`src/rtl/gate_cmd_pkg.sv`:
```
package gate_cmd_pkg;
  // Strobes from control to datapath
  typedef struct packed {
    logic allowDrive;  // filtered enable level
    logic tripNow;     // raw fault level, acts on the next edge
  } ctrlStrobe_t;
endpackage

```
`src/rtl/gc_deglitch.sv`:
```
module gc_deglitch #(
  parameter int FILT_CYC = 32
) (
  input  logic clk,
  input  logic rstN,
  input  logic rawIn,
  output logic filtOut
);
  localparam int CW = (FILT_CYC < 2) ? 1 : $clog2(FILT_CYC);
  localparam logic [CW-1:0] LAST = CW'(FILT_CYC - 1);

  logic [CW-1:0] runCnt;
  logic          filtQ;

  always_ff @(posedge clk or negedge rstN) begin
    if (!rstN) begin
      runCnt <= '0;
      filtQ  <= 1'b0;
    end else if (rawIn == filtQ) begin
      runCnt <= '0;
    end else if (runCnt == LAST) begin
      filtQ  <= rawIn;
      runCnt <= '0;
    end else begin
      runCnt <= runCnt + 1'b1;
    end
  end

  assign filtOut = filtQ;

  // a filtered level only ever moves to the level the raw input had
  p_filt_follow_r6: assert property (@(posedge clk) disable iff (!rstN)
    !$stable(filtQ) |-> (filtQ == $past(rawIn)));

  // an input matching the filtered level never moves it
  p_filt_hold_r6: assert property (@(posedge clk) disable iff (!rstN)
    (rawIn == filtQ) |=> $stable(filtQ));
endmodule

```
`src/rtl/gc_ctrl.sv`:
```
module gc_ctrl
  import gate_cmd_pkg::*;
#(
  parameter int EN_FILT_CYC = 16
) (
  input  logic        clk,
  input  logic        rstN,
  input  logic        enRaw,
  input  logic        faultRaw,
  output ctrlStrobe_t strobe
);
  logic enFilt;

  gc_deglitch #(.FILT_CYC(EN_FILT_CYC)) enFilter_i (
    .clk    (clk),
    .rstN   (rstN),
    .rawIn  (enRaw),
    .filtOut(enFilt)
  );

  always_comb begin
    strobe.allowDrive = enFilt;
    strobe.tripNow    = faultRaw;
  end

  // drive permission drops only after the raw enable was low
  p_en_drop_r4: assert property (@(posedge clk) disable iff (!rstN)
    $fell(strobe.allowDrive) |-> !$past(enRaw));
endmodule

```
`src/rtl/gc_datapath.sv`:
```
module gc_datapath
  import gate_cmd_pkg::*;
#(
  parameter int PHASES       = 3,
  parameter int PWM_FILT_CYC = 32
) (
  input  logic              clk,
  input  logic              rstN,
  input  logic [PHASES-1:0] hinRaw,
  input  logic [PHASES-1:0] linRaw,
  input  ctrlStrobe_t       strobe,
  output logic [PHASES-1:0] hoCmd,
  output logic [PHASES-1:0] loCmd
);
  logic [PHASES-1:0] hiFilt, loFilt;
  logic [PHASES-1:0] hiSel, loSel;
  logic [PHASES-1:0] hoQ, loQ;
  logic              gateOk;

  assign gateOk = strobe.allowDrive & ~strobe.tripNow;

  for (genvar ph = 0; ph < PHASES; ph++) begin : g_phase
    gc_deglitch #(.FILT_CYC(PWM_FILT_CYC)) hiFilter_i (
      .clk(clk), .rstN(rstN), .rawIn(hinRaw[ph]), .filtOut(hiFilt[ph]));
    gc_deglitch #(.FILT_CYC(PWM_FILT_CYC)) loFilter_i (
      .clk(clk), .rstN(rstN), .rawIn(linRaw[ph]), .filtOut(loFilt[ph]));

    // symmetric lockout, then forcing
    always_comb begin
      hiSel[ph] = hiFilt[ph] & ~loFilt[ph] & gateOk;
      loSel[ph] = loFilt[ph] & ~hiFilt[ph] & gateOk;
    end

    // a lone high request drives the high side only
    p_hi_only_r1: assert property (@(posedge clk) disable iff (!rstN)
      (strobe.allowDrive && !strobe.tripNow && hiFilt[ph] && !loFilt[ph])
        |=> (hoQ[ph] && !loQ[ph]));

    // a lone low request drives the low side only
    p_lo_only_r2: assert property (@(posedge clk) disable iff (!rstN)
      (strobe.allowDrive && !strobe.tripNow && loFilt[ph] && !hiFilt[ph])
        |=> (loQ[ph] && !hoQ[ph]));

    // both sides of one phase never commanded together
    p_no_overlap_r3: assert property (@(posedge clk) disable iff (!rstN)
      !(hoQ[ph] && loQ[ph]));

    // equal requests give both sides off
    p_equal_off_r3: assert property (@(posedge clk) disable iff (!rstN)
      (hiFilt[ph] == loFilt[ph]) |=> (!hoQ[ph] && !loQ[ph]));
  end

  always_ff @(posedge clk or negedge rstN) begin
    if (!rstN) begin
      hoQ <= '0;
      loQ <= '0;
    end else begin
      hoQ <= hiSel;
      loQ <= loSel;
    end
  end

  assign hoCmd = hoQ;
  assign loCmd = loQ;

  // a fault sampled at an edge blanks every command after it
  p_fault_off_r5: assert property (@(posedge clk) disable iff (!rstN)
    strobe.tripNow |=> (hoQ == '0 && loQ == '0));

  // without drive permission every command is off next cycle
  p_en_off_r4: assert property (@(posedge clk) disable iff (!rstN)
    !strobe.allowDrive |=> (hoQ == '0 && loQ == '0));
endmodule

```
`src/rtl/tri_gate_cmd.sv`:
```
module tri_gate_cmd
  import gate_cmd_pkg::*;
#(
  parameter int PHASES       = 3,
  parameter int PWM_FILT_CYC = 32,
  parameter int EN_FILT_CYC  = 16
) (
  input  logic              clk,
  input  logic              rst_n,
  input  logic [PHASES-1:0] hin,
  input  logic [PHASES-1:0] lin,
  input  logic              en,
  input  logic              fault_active,
  output logic [PHASES-1:0] ho,
  output logic [PHASES-1:0] lo
);
  ctrlStrobe_t ctrlStrobe;

  gc_ctrl #(.EN_FILT_CYC(EN_FILT_CYC)) ctrl_i (
    .clk     (clk),
    .rstN    (rst_n),
    .enRaw   (en),
    .faultRaw(fault_active),
    .strobe  (ctrlStrobe)
  );

  gc_datapath #(.PHASES(PHASES), .PWM_FILT_CYC(PWM_FILT_CYC)) dp_i (
    .clk   (clk),
    .rstN  (rst_n),
    .hinRaw(hin),
    .linRaw(lin),
    .strobe(ctrlStrobe),
    .hoCmd (ho),
    .loCmd (lo)
  );

  // outputs held off during reset
  always_comb begin
    if (!rst_n) p_reset_off_r7: assert (ho == '0 && lo == '0);
  end
endmodule

```
`config.mk`:
```
export PLATFORM = sky130hd
export DESIGN_NAME = tri_gate_cmd
export DESIGN_NICKNAME = d
export VERILOG_FILES = /design/src/rtl/gate_cmd_pkg.sv /design/src/rtl/gc_deglitch.sv /design/src/rtl/gc_ctrl.sv /design/src/rtl/gc_datapath.sv /design/src/rtl/tri_gate_cmd.sv
export SDC_FILE = /design/constraint.sdc
export NUM_CORES = 1
export LEC_CHECK = 0
export ABC_AREA = 1
export BUFFER_PORTS_ARGS = -buffer_cell sky130_fd_sc_hd__clkbuf_2
export CAP_MARGIN = 10
export CELL_PAD_IN_SITES_DETAIL_PLACEMENT = 0
export CELL_PAD_IN_SITES_GLOBAL_PLACEMENT = 1
export CORE_ASPECT_RATIO = 0.5
export CORE_MARGIN = 1.5
export CORE_UTILIZATION = 41
export DETAILED_ROUTE_END_ITERATION = 8
export GPL_TIMING_DRIVEN = 0
export PLACE_DENSITY = 0.81
export SYNTH_ARGS = -nofsm -noshare
export SYNTH_HDL_FRONTEND = slang
export SYNTH_SLANG_ARGS = --single-unit
```
`constraint.sdc`:
```
create_clock -name clk -period 1.3 [get_ports clk]
set_input_delay 0.13 -clock clk [delete_from_list [all_inputs] [get_ports clk]]
set_output_delay 0.13 -clock clk [all_outputs]
set_load 0.05 [all_outputs]
```
Word level (Yosys, flattened, before mapping)

Index checks and enable logic that the tools add are counted.

Bitwise gates (word level): 27
Multiplexer cells: 14
Equal/unequal tests: 14
Add/sub/neg operators: 7
Reductions and logical operators: 7

Operators by type and width:

| kind                | count |
|---|---|
| $mux 5              | 12 |
| $add 5x1->5 const B | 6 |
| $eq 5x5->1 const B  | 6 |
| $not 1->1           | 14 |
| $reduce_and 2->1    | 7 |
| $and 1x1->1         | 13 |
| $mux 4              | 2 |
| $eq 1x1->1          | 7 |
| $add 4x1->4 const B | 1 |
| $eq 4x4->1 const B  | 1 |

Bits of input ports: 10
Word-level logic and storage cells: 85
Flip-flop bits (word level): 47
Output and inout bits: 6

Depth between registers and ports, before layout

Gate-level depths: netlist of the first run.

Depth after elaboration: 3
Gate-level depth with buffers: 7
Depth with buffers taken out: 7

Cells and area by module

Synthesis of the first run repeated with hierarchy kept, for this count alone.

Cells, all modules: 240
Area, all modules: 2179.6 um^2

Modules (own cells, without submodules):

| module                                        | times used | area an instance (um^2) | sequential area each (um^2) | cells an instance |
|---|---|---|---|---|
| gc_deglitch at dp_i.g_phase[0].hiFilter_i ... | 6          | 285.3                   | 150.1                       | 31 |
| gc_datapath                                   | 1          | 227.7                   | 150.1                       | 26 |
| gc_deglitch at ctrl_i.enFilter_i              | 1          | 225.2                   | 125.1                       | 26 |
| gc_ctrl                                       | 1          | 15.0                    | 0.0                         | 2 |

Least setup slack after synthesis of the first run

OpenSTA, ideal clock, no wires.

Kind: reg2reg
Start point: register dp_i.g_phase[0].hiFilter_i.runCnt[0]
End point: register dp_i.g_phase[0].hiFilter_i.runCnt[3]
Setup slack: 64 ps
Stages on the path, launching flop included: 8
Clock period less this slack: 1236 ps
Data required time: 1228 ps
Library setup time: 72 ps
Arrival: 1164 ps
Buffers on the path: 0
Cells stage by stage: dfrtp_1 ha_1 nand2_1 nor2_1 ha_1 inv_1 nand3_1 nor2_1

Longest elaborated chain between the ends: 3
Elaborated cells on any way between the ends: 4
Classes of those cells: add/sub: 1; eq/ne: 1; mux: 2

Ends and longest elaborated chain:

| what                                             | line                                 | RTL |
|---|---|---|
| start: declaration                               | gc_deglitch.sv:12                    | `logic [CW-1:0] runCnt;` |
| start signal: assignment                         | gc_deglitch.sv:25                    | `runCnt <= runCnt + 1'b1;` |
| $add 5x1->5 / $eq 5x5->1 (equally long branches) | gc_deglitch.sv:25, gc_deglitch.sv:21 |  |
| $mux 5 (*)                                       | gc_deglitch.sv:21                    | `end else if (runCnt == LAST) begin` |
| $mux 5 (*)                                       | gc_deglitch.sv:19                    | `end else if (rawIn == filtQ) begin` |

Mark *: on every way between the ends. The rest lies on a longest branch, timed or not.
A chain may end at the register's enable or synchronous reset.

Worst setup path after layout of the first run

Start point: register dp_i.g_phase[1].hiFilter_i.runCnt[0]
End point: register dp_i.g_phase[1].hiFilter_i.runCnt[2]

Longest elaborated chain between the ends: 3
Elaborated cells on any way between the ends: 4
Classes of those cells: add/sub: 1; eq/ne: 1; mux: 2

Ends and longest elaborated chain:

| what                                             | line |
|---|---|
| start: declaration                               | gc_deglitch.sv:12 |
| start signal: assignment                         | gc_deglitch.sv:25 |
| $add 5x1->5 / $eq 5x5->1 (equally long branches) | gc_deglitch.sv:25, gc_deglitch.sv:21 |
| $mux 5 (*)                                       | gc_deglitch.sv:21 |
| $mux 5 (*)                                       | gc_deglitch.sv:19 |

Marks and branches as above.

==> reports/metrics.cfg, run 1 <==
[die]
core_mm2 = 0.00493
die-width_um = 104
die_area_mm2 = 0.00559
io_pins = 16
initial_utilization_pct = 42.6
rows = 18
die_h_um = 53.6

[cts]
root_buffer = clkbuf_8
clkSinkCount = 47
path_clk_slew_ns = 0.09
numCtsBuffers = 5
cts_max_level = 2
tritoncts = yes
clk_latency_ns = 0.29
clk_path_buf_depth = 2

[synthesis]
synth_area_per_cell_um2 = 9.31
synth_compound_area_share_pct = 1.90
yosys.area.top_type = dfrtp_1
synthCells = 226
synth_top_family_by_area = simple AND/OR/NAND/NOR gates
ys_seq_area_share_pct = 55.9
synthDistinctLibCells = 14
syn_nets = 249
synth-simple-area-share_pct = 25.3
synth_xor_area_share_pct = 2.91
synth-adder-area-share_pct = 7.73
ys_warn_count = 0
yosys-top-cells-area = dfrtp_1 (56%), nand2_1 (8.0%), ha_1 (7.7%)
synth_area_mm2 = 0.00210
muxShareOfSynthArea_pct = 0
synth_top_area_share_pct = 55.9
synth-seq-cells = 47

[cells_and_area]
syn_to_final_growth_pct = 24.2
fin_nets = 288
final_cell_area_mm2 = 0.00261
final_cells = 336
antenna_cells = 0
drive_gt1_share_pct = 28.2
fillers = 430
final_core_util_pct = 53.0

[global_route]
grt_pass1_vias = 1439
grt_max_degree = 48
grt_pass1_wl_mm = 5.76
grtUsageTotal_pct = 13.3
antenna_found_initial = 0
globalRouteOverflowTotal = 0

[worst_setup_path]
cp.arrival_ns = 1.47
start_kind = flip-flop
end_kind = flip-flop
rrSetupSlack_ns = 0.02
path_class = flip-flop to flip-flop
required_ns = 1.49
crit_fanout = 3

[route]
drc = 0
ant_nets = 0
firstDrtPassIters = 6
post_drt_wl_per_cell_um = 10.7
dr.first_iter.drc_count = 31
viasPerCell = 4.62
wirelength_mm = 3.60
via_count = 1552

[sta]
grt_setup_unrepaired = yes
final_max_slew_viol_count = 0
fmax_mhz = 783
worst_slew_pin_slew_ns = 0.551
tns_ns = 0
fin_skew_ns = 0.00506
period_minus_slack_ns = 1.28
finalSetupViolations = 0
timing.final.hold_violations = 0
fin_crit_sh_pct = 98.2
slew_headroom_pct = 63.3

[outcome]
status = complete, no violations

[power_and_ir_drop]
max-vdd-ir-drop_mv = 0.466
power_uw = 2920
swShare_pct = 22.2
p_sw_uw = 649
p_comb_share_pct = 9.2
power_frac_seq_pct = 53.5
p_leak_uw = 0.00130
pwr-share-clk_pct = 37.3
p_int_uw = 2270
power_density_mw_per_mm2 = 1120

[placed_design]
placedCellCount = 311
place_area_mm2 = 0.00227
post-dp-hpwl_mm = 2.38
port_buffers = 15
routabilityCongestion = 0.699

[min_path]
hold_path.class = primary input to flip-flop

[run]
max_cap_violations = 0

[placed cells by master, fill, tap and decap left out, types with 4 or more instances in the layout]
| cell | count |
|---|---|
| nand2_1 | 44 |
| o21ai_0 | 6 |
| nor3_2 | 6 |
| nand4_1 | 7 |
| buf_4 | 15 |
| inv_2 | 4 |
| clkbuf_8 | 6 |
| nor2_1 | 34 |
| ha_2 | 12 |
| inv_1 | 28 |
| xnor2_1 | 7 |
| dfrtp_1 | 47 |
| nand3_2 | 5 |
| or2_1 | 6 |
| clkbuf_2 | 15 |
| nor2_2 | 5 |
| nand3_1 | 9 |
[worst paths after layout]
check                      cells after the start                                      startpoint                                             end
max                                            7  dp_i.g_phase[1].hiFilter_i.runCnt[0]$_DFF_PN0_  dp_i.g_phase[1].hiFilter_i.runCnt[2]$_DFF_PN0_
min in group asynchronous                      2                                           rst_n  dp_i.g_phase[0].hiFilter_i.runCnt[0]$_DFF_PN0_
min reg2reg                                    1  dp_i.g_phase[0].loFilter_i.filtOut$_DFFE_PN0P_                         dp_i.hoCmd[0]$_DFF_PN0_
min                                            3                                          hin[2]  dp_i.g_phase[2].hiFilter_i.filtOut$_DFFE_PN0P_
max reg2reg                                    7  dp_i.g_phase[1].hiFilter_i.runCnt[0]$_DFF_PN0_  dp_i.g_phase[1].hiFilter_i.runCnt[2]$_DFF_PN0_
max in group asynchronous                      3                                           rst_n  dp_i.g_phase[1].loFilter_i.runCnt[3]$_DFF_PN0_
[metal layers]
layer  GRT usage [%]  part of all wire (%)  up-vias
met3            4.00                   3.6        7
met5               0                     0        -
met2            26.3                    51       26
met1            13.8                    45      731
met4            5.79                   1.0        0
li1                -                     -      788
[area by class of cell]
| cell class | instances | area [µm²] | area share (%) |
|---|---|---|---|
| sequential | 47 | 1180 | 45.0 |
| multi-input combinational | 146 | 882 | 33.8 |
| timing repair buffer | 32 | 218 | 8.33 |
| inverter | 32 | 120 | 4.60 |
| tap | 70 | 87.6 | 3.35 |
| clock buffer | 6 | 82.6 | 3.16 |
| clock inverter | 2 | 35.0 | 1.34 |
| buffer | 1 | 11.3 | 0.431 |
[through the flow]
stage / setup slack [ns] / hold slack [ns]
after global placement: -0.0330 / 0.370
after floorplan: 0.0641 / -0.166
after CTS: 0.00173 / 0.0630
after global routing: -0.0361 / 0.0685
after detailed placement: -0.0811 / 0.376
final: 0.0235 / 0.0693
[power groups by stage]
stage | sequential [µW] | clock [µW] | combinational (µW)
after floorplan | 1580 | 0 | 120
after global placement | 1590 | 0 | 184
after detailed placement | 1590 | 0 | 189
after CTS | 1560 | 1120 | 230
after global routing | 1570 | 1170 | 305
final | 1560 | 1090 | 269
[worst max-delay path, cell delays in order, from the launching register on]
cell and delay (ns):
dfrtp_1 0.39, ha_2 0.21, nand2_2 0.07, nor2_2 0.12, ha_2 0.20, inv_2 0.05, nand3_2 0.09, nor2_1 0.05
[flip-flops by register name, summed over array words and instances (netlist names)]
name / cells
dp_i.g_phase.hiFilter_i.runCnt: 15
dp_i.g_phase.loFilter_i.runCnt: 15
ctrl_i.enFilter_i.runCnt: 4
dp_i.g_phase.hiFilter_i.filtOut: 3
dp_i.g_phase.loFilter_i.filtOut: 3
dp_i.hoCmd: 3
dp_i.loCmd: 3
ctrl_i.enFilter_i.filtOut: 1
[cells by family (layout without fill, tap and decap cells)]
group / Yosys count / count (layout)
AO/OA/AOI/OAI: 8 / 8
XOR/XNOR: 7 / 7
adder cells (fa/ha/maj): 13 / 13
buffers and inverters: 33 / 73
flip-flops: 47 / 47
AND/OR/NAND/NOR: 118 / 118
[cells in the mapped netlist]
master,n
nand3_1,15
dfrtp_1,47
xnor2_1,7
ha_1,13
nand2_1,45
o21ai_0,6
nor2_1,39
or2_1,6
nor3_2,6
o21ai_1,1
inv_1,32
buf_6,1
nand4_1,7
a21oi_1,1
[what timing repair did]
action / CTS / global route
pin swaps: 5 / 10
gates resized for setup: 13 / 17
setup endpoints to repair: 18 / 23
hold buffers: 0 / 1
endpoints found under the hold margin: 0 / 20
buffers inserted: 8 / 7
(Power assumes the default switching activity.)
==> run 2, diff against run 1 <==
--- a/config.mk
+++ b/config.mk
@@ -18,2 +18,3 @@
 export PLACE_DENSITY = 0.81
+export SKIP_CTS_REPAIR_TIMING = 1
 export SYNTH_ARGS = -nofsm -noshare
==> constraint.sdc (replaced) <==
create_clock -name clk -period 1.3 [get_ports clk]
set_input_delay 0.26 -clock clk [delete_from_list [all_inputs] [get_ports clk]]
set_output_delay 0.26 -clock clk [all_outputs]
set_load 0.05 [all_outputs]
==> run 2 against run 1 <==
  * Non-clock buffer count rose by 1
  * Core utilization rose by 1.1 points
  * Combinational power rose by 1%
  * Highest routed layer unchanged
  * Clock power barely moved
==> reports/metrics.cfg, run 2 (synthesis results as in run 1) <==
[sta]
fin_ws_ns = 0.0448  ; was 0.0235 ns
final_max_slew_viol_count = 0  ; unchanged
slew_headroom_pct = 65.0  ; was 63.3%
fin_skew_ns = 0.00440  ; was 0.00506 ns
fmax_mhz = 797  ; was 783 MHz
period_minus_slack_ns = 1.26  ; was 1.28 ns
worst_slew_pin_slew_ns = 0.525  ; was 0.551 ns
timing.final.hold_violations = 0  ; unchanged
finalSetupViolations = 0  ; unchanged
hold_slack_ns = 0.198  ; was 0.0693 ns
grt_setup_unrepaired = yes  ; unchanged
fin_crit_sh_pct = 96.6  ; was 98.2%

[power_and_ir_drop]
p_comb_share_pct = 9.3  ; was 9.2%
p_int_uw = 2270  ; about the same
swShare_pct = 22.3  ; was 22.2%
power_frac_seq_pct = 53.6  ; was 53.5%
pwr-share-clk_pct = 37.1  ; was 37.3%
p_sw_uw = 652  ; was 649 µW
max-vdd-ir-drop_mv = 0.434  ; was 0.466 mV
power_density_mw_per_mm2 = 1100  ; was 1120 mW/mm²
p_leak_uw = 0.00132  ; was 0.00130 µW

[cells_and_area]
antenna_cells = 0  ; unchanged
drive_gt1_share_pct = 30.3  ; was 28.2%
fin_nets = 289  ; was 288
reg_top3 = dp_i.g_phase.hiFilter_i.runCnt (15), dp_i.g_phase.loFilter_i.runCnt (15), ctrl_i.enFilter_i.runCnt (4)  ; unchanged
final_cell_mix = dfrtp_1 (47), nand2_1 (42), nor2_1 (32), inv_1 (27), buf_4 (16)  ; was dfrtp_1 (47), nand2_1 (44), nor2_1 (34), inv_1 (28)
syn_to_final_growth_pct = 26.8  ; was 24.2%
mostFrequentLayoutCell = dfrtp_1  ; unchanged
final_core_util_pct = 54.1  ; was 53.0%
fillers = 422  ; was 430

[cts]
cts_max_level = 2  ; unchanged
clk_latency_ns = 0.29  ; about the same
numCtsBuffers = 5  ; unchanged
clkSinkCount = 47  ; unchanged
path_clk_slew_ns = 0.08  ; was 0.09 ns
tritoncts = yes  ; unchanged
clk_path_buf_depth = 2  ; unchanged
root_buffer = clkbuf_8  ; unchanged

[route]
firstDrtPassIters = 4  ; was 6
viasPerCell = 4.58  ; was 4.62
via_count = 1542  ; was 1552
wirelength_mm = 3.57  ; was 3.60 mm
post_drt_wl_per_cell_um = 10.6  ; was 10.7 µm
drc = 0  ; unchanged
ant_nets = 0  ; unchanged
dr.first_iter.drc_count = 28  ; was 31

[die]
initial_utilization_pct = 42.6  ; unchanged
die_h_um = 53.6  ; unchanged
rows = 18  ; unchanged
die_area_mm2 = 0.00559  ; unchanged
core_mm2 = 0.00493  ; unchanged
io_pins = 16  ; unchanged
die-width_um = 104  ; unchanged

[worst_setup_path]
end_kind = flip-flop  ; unchanged
r2r_cells = 7  ; unchanged
crit_path_end = dp_i.g_phase[1].loFilter_i.runCnt[3]$_DFF_PN0_  ; was dp_i.g_phase[1].hiFilter_i.runCnt[2]$_DFF_PN0_
r2r_start = dp_i.g_phase[1].loFilter_i.runCnt[0]$_DFF_PN0_  ; was dp_i.g_phase[1].hiFilter_i.runCnt[0]$_DFF_PN0_
max_stage_delay_ns = 0.41  ; was 0.39 ns
cp.arrival_ns = 1.44  ; was 1.47 ns
rrSetupSlack_ns = 0.04  ; was 0.02 ns
r2r_end = dp_i.g_phase[1].loFilter_i.runCnt[3]$_DFF_PN0_  ; was dp_i.g_phase[1].hiFilter_i.runCnt[2]$_DFF_PN0_
cp_common_cell = ha_2  ; unchanged
path_class = flip-flop to flip-flop  ; unchanged
crit_chain = ha_2 -> nand2_1 -> nor2_2 -> ha_2 -> inv_1 -> nand3_2 -> nor2_1  ; was ha_2 -> nand2_2 -> nor2_2 -> ha_2 -> inv_2 -> nand3_2 -> nor2_1
worstSetupStartpoint = dp_i.g_phase[1].loFilter_i.runCnt[0]$_DFF_PN0_  ; was dp_i.g_phase[1].hiFilter_i.runCnt[0]$_DFF_PN0_
required_ns = 1.49  ; about the same
crit_fanout = 3  ; unchanged
start_kind = flip-flop  ; unchanged
cp_slowest_cell = dfrtp_1  ; unchanged

[global_route]
grt_pass1_vias = 1399  ; was 1439
grt_max_degree = 48  ; unchanged
grt_pass1_wl_mm = 5.55  ; was 5.76 mm
globalRouteOverflowTotal = 0  ; unchanged
grtUsageTotal_pct = 12.8  ; was 13.3%
antenna_found_initial = 0  ; unchanged

[placed_design]
post-dp-hpwl_mm = 2.38  ; unchanged
port_buffers = 15  ; unchanged
pre_cts_ws_ns = -0.0811  ; unchanged
routabilityCongestion = 0.699  ; unchanged

[run]
max_cap_violations = 0  ; unchanged

[min_path]
hold_path.class = primary input to flip-flop  ; unchanged

[outcome]
status = complete, no violations  ; unchanged

run 2: cell count changes in the layout (fill, tap and decap cells not counted), sizes merged:
cell  delta
buf      +1
run 2: layout make-up:
type	instances	area (µm²)	area share (%)
flip-flops and latches	47	1180	44.1
multi-input cells	146	930	34.8
repair buffers	33	225	8.44
inverters	32	120	4.50
well taps	70	87.6	3.28
clock buffers	6	82.6	3.10
clock inverters	2	35.0	1.31
plain buffers	1	11.3	0.422
run 2: power by group through the flow:
stage | clock network, µW | logic (µW) | registers [µW]
floorplan | 0 | 120 | 1580
global placement | 0 | 184 | 1590
detailed placement | 0 | 189 | 1590
CTS | 1120 | 190 | 1570
global route | 1180 | 310 | 1570
finish | 1090 | 273 | 1570
run 2: worst max-delay path: cells and delay by family, from the launching register on:
kind	cells	cell delay, ns
adder cells (fa/ha/maj)	2	0.40
buffers and inverters	1	0.05
flip-flops	1	0.41
AND/OR/NAND/NOR	4	0.29
run 2: how the worst min path moves through the flow:
stage | slack [ns] | start | depth (start not counted) | end
2_1_floorplan | -0.04 | rst_n | 0 | ctrl_i.enFilter_i.filtOut$_DFFE_PN0P_
3_5_place_dp | 0.47 | dp_i.g_phase[0].loFilter_i.filtOut$_DFFE_PN0P_ | 1 | dp_i.hoCmd[0]$_DFF_PN0_
4_1_cts | 0.19 | hin[2] | 3 | dp_i.g_phase[2].hiFilter_i.filtOut$_DFFE_PN0P_
6_report | 0.20 | hin[2] | 3 | dp_i.g_phase[2].hiFilter_i.filtOut$_DFFE_PN0P_
5_1_grt | 0.20 | lin[1] | 3 | dp_i.g_phase[1].loFilter_i.filtOut$_DFFE_PN0P_
3_3_place_gp | 0.46 | dp_i.g_phase[0].loFilter_i.filtOut$_DFFE_PN0P_ | 1 | dp_i.hoCmd[0]$_DFF_PN0_
run 2: routing by layer:
| metal | vias up | share of wire, % | track usage (%) |
|---|---|---|---|
| met2 | 16 | 51 | 24.9 |
| met3 | 5 | 3.2 | 4.00 |
| met1 | 729 | 45 | 13.4 |
| li1 | 792 | - | - |
| met5 | - | 0 | 0 |
| met4 | 0 | 0.81 | 5.79 |
run 2: stage by stage:
stage / area, µm² / total power [µW] / cells / TNS, ns
after global routing: 2670 / 3060 / 337 / -0.154
after global placement: 2270 / 1770 / 311 / -0.191
after floorplan: 2100 / 1700 / 226 / 0
after CTS: 2380 / 2880 / 319 / -1.10
final: 2670 / 2930 / 337 / 0
after detailed placement: 2270 / 1780 / 311 / -0.783
